<file path="config.mk">
export PLATFORM = sky130hd
export DESIGN_NAME = ser_out_shifter
export DESIGN_NICKNAME = d
export VERILOG_FILES = /design/src/rtl/ser_out_shifter.sv
export SDC_FILE = /design/constraint.sdc
export NUM_CORES = 1
export LEC_CHECK = 0
export ABC_AREA = 1
export BUFFER_PORTS_ARGS = -buffer_cell sky130_fd_sc_hd__buf_2
export CAP_MARGIN = 20
export CORE_MARGIN = 4
export CORE_UTILIZATION = 40
export CTS_CLUSTER_DIAMETER = 200
export DETAILED_ROUTE_END_ITERATION = 16
export HOLD_SLACK_MARGIN = 0.05
export PLACE_DENSITY_LB_ADDON = 0.12
export SYNTH_ARGS = -nofsm -noshare
export SYNTH_HDL_FRONTEND = slang
export SYNTH_SLANG_ARGS = --single-unit
</file>
<file path="constraint.sdc">
create_clock -name clk -period 2.6 [get_ports clk]
set_input_delay 0.13 -clock clk [delete_from_list [all_inputs] [get_ports clk]]
set_output_delay 0.13 -clock clk [all_outputs]
set_load 0.01 [all_outputs]
</file>
<file path="src/rtl/ser_out_shifter.sv">
module ser_out_shifter #(
  parameter int W = 9,
  parameter bit IDLE_LEVEL = 1'b1
) (
  input  logic         clk,
  input  logic         rst_n,
  input  logic         socp,
  input  logic         sox,
  input  logic         oe_n,
  input  logic         fifo_empty,
  input  logic [W-1:0] rd_word,
  input  logic         rd_strobe,
  output logic         rd_req,
  output logic [W-1:0] pos,
  output logic         so,
  output logic         so_en
);

  logic [2:0]   sync;
  logic [W-1:0] shreg;
  logic         rise, idle, boundary;

  assign rise     = sync[1] & ~sync[2];
  assign idle     = ~|pos;
  assign boundary = rd_strobe | pos[W-1] | idle;

  always_ff @(posedge clk or negedge rst_n) begin
    if (!rst_n) sync <= '0;
    else        sync <= {sync[1:0], socp};
  end

  always_ff @(posedge clk or negedge rst_n) begin
    if (!rst_n) begin
      shreg  <= '0;
      pos    <= '0;
      rd_req <= 1'b0;
    end else begin
      rd_req <= 1'b0;
      if (rise) begin
        if (!boundary) begin
          shreg <= shreg >> 1;
          pos   <= pos << 1;
        end else if (sox && !fifo_empty) begin
          shreg  <= rd_word;
          pos    <= {{(W-1){1'b0}}, 1'b1};
          rd_req <= 1'b1;
        end else begin
          pos <= '0;
        end
      end
    end
  end

  assign so_en = ~oe_n;
  assign so    = (so_en && !idle) ? shreg[0] : IDLE_LEVEL;

endmodule


</file>
==> impl_metrics.tcl <==
set metrics [dict create \
    result_of_the_run "complete, no violations" \
    fin_setup_tns_ns 0 \
    final_max_slew_viol_count 0 \
    detail_route.wl_per_cell_um 11.7 \
    timing.final.setup_violations 0 \
    cts_sinks 22 \
    ys_seq_area_share_pct 49.2 \
    final.period_utilization_pct 59.3 \
    antenna_found_initial 0 \
    report.power.total_w 0.000920 \
    worstSetupStartpointType "flop" \
    cts_setup_buffers 0 \
    synth-async-reset-ratio_pct 100 \
    top_cell_type_by_total_area_after_synthesis "dfrtp_1" \
    synthCells 130 \
    detailed_place_hpwl_um 1610 \
    worst_setup_hold_path_clk_slew_ns 0.13 \
    maxCapViolations 0 \
    cp_data_required_time_ns 2.85 \
    drt_pass1_iterations 4 \
    synth_top_cells_by_area "dfrtp_1, nand2_1, nand3_1" \
    die_w_um 60.9 \
    detail_route.vias_per_cell 4.85 \
    worstPathCellList "nor2_4, nand2_1, inv_1, nand2_1, inv_1, nand2_1, nand2_1" \
    syn_to_final_growth_pct 19.1 \
    worst_setup_path_end_kind "flop" \
    synthesis.area_per_instance_um2 8.61 \
    initial_core_util_pct 43.6 \
    grt_use_met3_pct 1.91 \
    netlist_area_um2 1120 \
    core-area_um2 2570 \
    synthDistinctLibCells 18 \
    clock_latency_ns 0.30 \
    io_buffers 27 \
    timing.critical_path.fanout_max 14 \
    cp_data_arrival_time_ns 1.80 \
    critical-path-top-delay-family "simple AND/OR/NAND/NOR gates" \
    cp_common_cell "nand2_1" \
    detailroute.via_count 922 \
    fmaxAchievable_mhz 648 \
    place.detailed.instances 183 \
    design.final.nets 177 \
    critical_path.slowest_cell "dfrtp_1" \
    worstHoldPathType "input port to flop" \
    dr.first_iter.drc_count 39 \
    worst_path_largest_cell_delay_ns 0.46 \
    hold_ws_ns 0.0926 \
    antenna_cells 0 \
    worst_slew_pin_slew_ns 0.488 \
    ys_top_cells_by_count "nand2_1, dfrtp_1, nand3_1" \
    fin_crit_ns 1.54 \
    whs_path_depth 5 \
    cts_resized 0 \
    power.static_leakage_nw 0.746 \
    htreeDepth 1 \
    grt_overflow 0 \
    boundary_pins 28 \
    die_height_um 60.9 \
    die-area_um2 3710 \
    grt_max_degree 23 \
    grt_first_pass_wirelength_um 3890 \
    yosys.cell_count.top_type "nand2_1" \
    clk_path_buf_depth 2 \
    met1_usage_pct 21.4 \
    fillCellCount 257 \
    gp_congestion 0.747 \
    cts_tree "yes" \
    placedInstanceArea_um2 1250 \
    ff2ff_path_depth 7 \
    skew_ns 0.00372 \
    synthesis.yosys.warnings 0 \
    timing.critical_path.depth 7 \
    yosysTopAreaCellShare_pct 49.2 \
    setup_repair_after_global_routing_missed_its_margin "no" \
    postSynthRegisterBits 22 \
    cell_pwr_density_nw_per_um2 690 \
    ctsRootBufferMaster "clkbuf_4" \
    finalInstanceArea_um2 1330 \
    grt.met2_usage_pct 20.6 \
    ys_dominant_reg_cell "dfrtp_1" \
    route.final.wire_length_um 2210 \
    start_to_end_type_of_the_worst_setup_path "flop to flop" \
    tritoncts.num_buffers 3 \
    relSlewSlack_pct 67.5 \
    syn_nets 146 \
    timing.critical_path.buf_inv 2 \
    vias_in_the_first_global_route 858 \
    most_used_routing_layer "met1" \
    synth_enable_flop_cells 0 \
    drc_errors 0 \
    globalRouteTotalUtil_pct 13.9 \
    power.ir.vdd_worst_mv 0.375 \
    timing_hold_violations_final 0 \
    antenna_left 0 \
    drive_above_1_share_pct 28.1 \
    core.rowCount 18 \
    layout.cells.non_filler 190 \
]
per-stage QoR:
stage	utilization, %	setup WS (ns)
2_1_floorplan	-	1.36
3_3_place_gp	48.7	1.14
3_5_place_dp	48.7	1.07
4_1_cts	51.9	1.04
5_1_grt	51.9	0.858
6_report	51.9	1.06
placed cells by master (no fill, tap or decap), types with 2 or more instances in the layout:
cell type / n
nand2_1: 45
buf_2: 27
dfrtp_1: 22
nand3_1: 19
o21ai_0: 11
inv_1: 10
nor2_4: 5
nor2_1: 3
clkbuf_4: 3
dlygate4sd3_1: 3
inv_2: 2
nand3_2: 2
nand2_4: 2
tightest hold or removal path, delay by kind of cell:
kind	cells	cell delay (ns)
buffers and inverters	1	0.07
AND/OR/NAND/NOR	4	0.17
final cells by class:
cell class	instances	area, um^2	area share, %
Tap cell	30	37.5	2.81
Sequential cell	22	551	41.3
Clock buffer	3	22.5	1.69
Timing Repair Buffer	30	165	12.4
Multi-Input combinational cell	92	483	36.2
Clock inverter	1	30.0	2.25
Inverter	12	45.0	3.38
per-layer routing:
layer  vias up  share of wire (%)
li1        477                  -
met1       418                 51
met2        25                 43
met3         2                5.3
met4         0               0.68
met5         -                  0
flip-flops by register name, summed over array words and instances (netlist names):
signal and cells:
shreg 9, pos 9, sync 3, rd_req 1
worst paths after layout:
check	start	endpoint	slack [ns]
min reg2reg	sync[0]	sync[1]	0.36
min in group asynchronous	rst_n	shreg[0]	0.31
max in group asynchronous	rst_n	pos[3]	1.96
max	sync[2]	shreg[8]	1.06
max reg2reg	sync[2]	shreg[8]	1.06
min	rd_word[3]	shreg[3]	0.09
logic make-up (layout without fill, tap and decap cells):
| kind of cell | Yosys count | count (layout) | share of synthesized area (%) |
|---|---|---|---|
| buffers and inverters | 16 | 46 | 7.71 |
| flip-flops | 22 | 22 | 49.2 |
| AO/OA/AOI/OAI | 14 | 14 | 7.60 |
| AND/OR/NAND/NOR | 78 | 78 | 35.5 |
power breakdown:
group / switching [W] / internal [W]
sequential: 0.0000383 / 0.000399
clock: 0.000105 / 0.000156
combinational: 0.000133 / 0.0000888
total: 0.000276 / 0.000644
what timing repair did:
item	in CTS	in global routing
hold endpoints to repair	24	0
endpoints found under the setup margin	0	0
hold buffers	3	0
No activity file was read; power rests on OpenSTA's default activity.
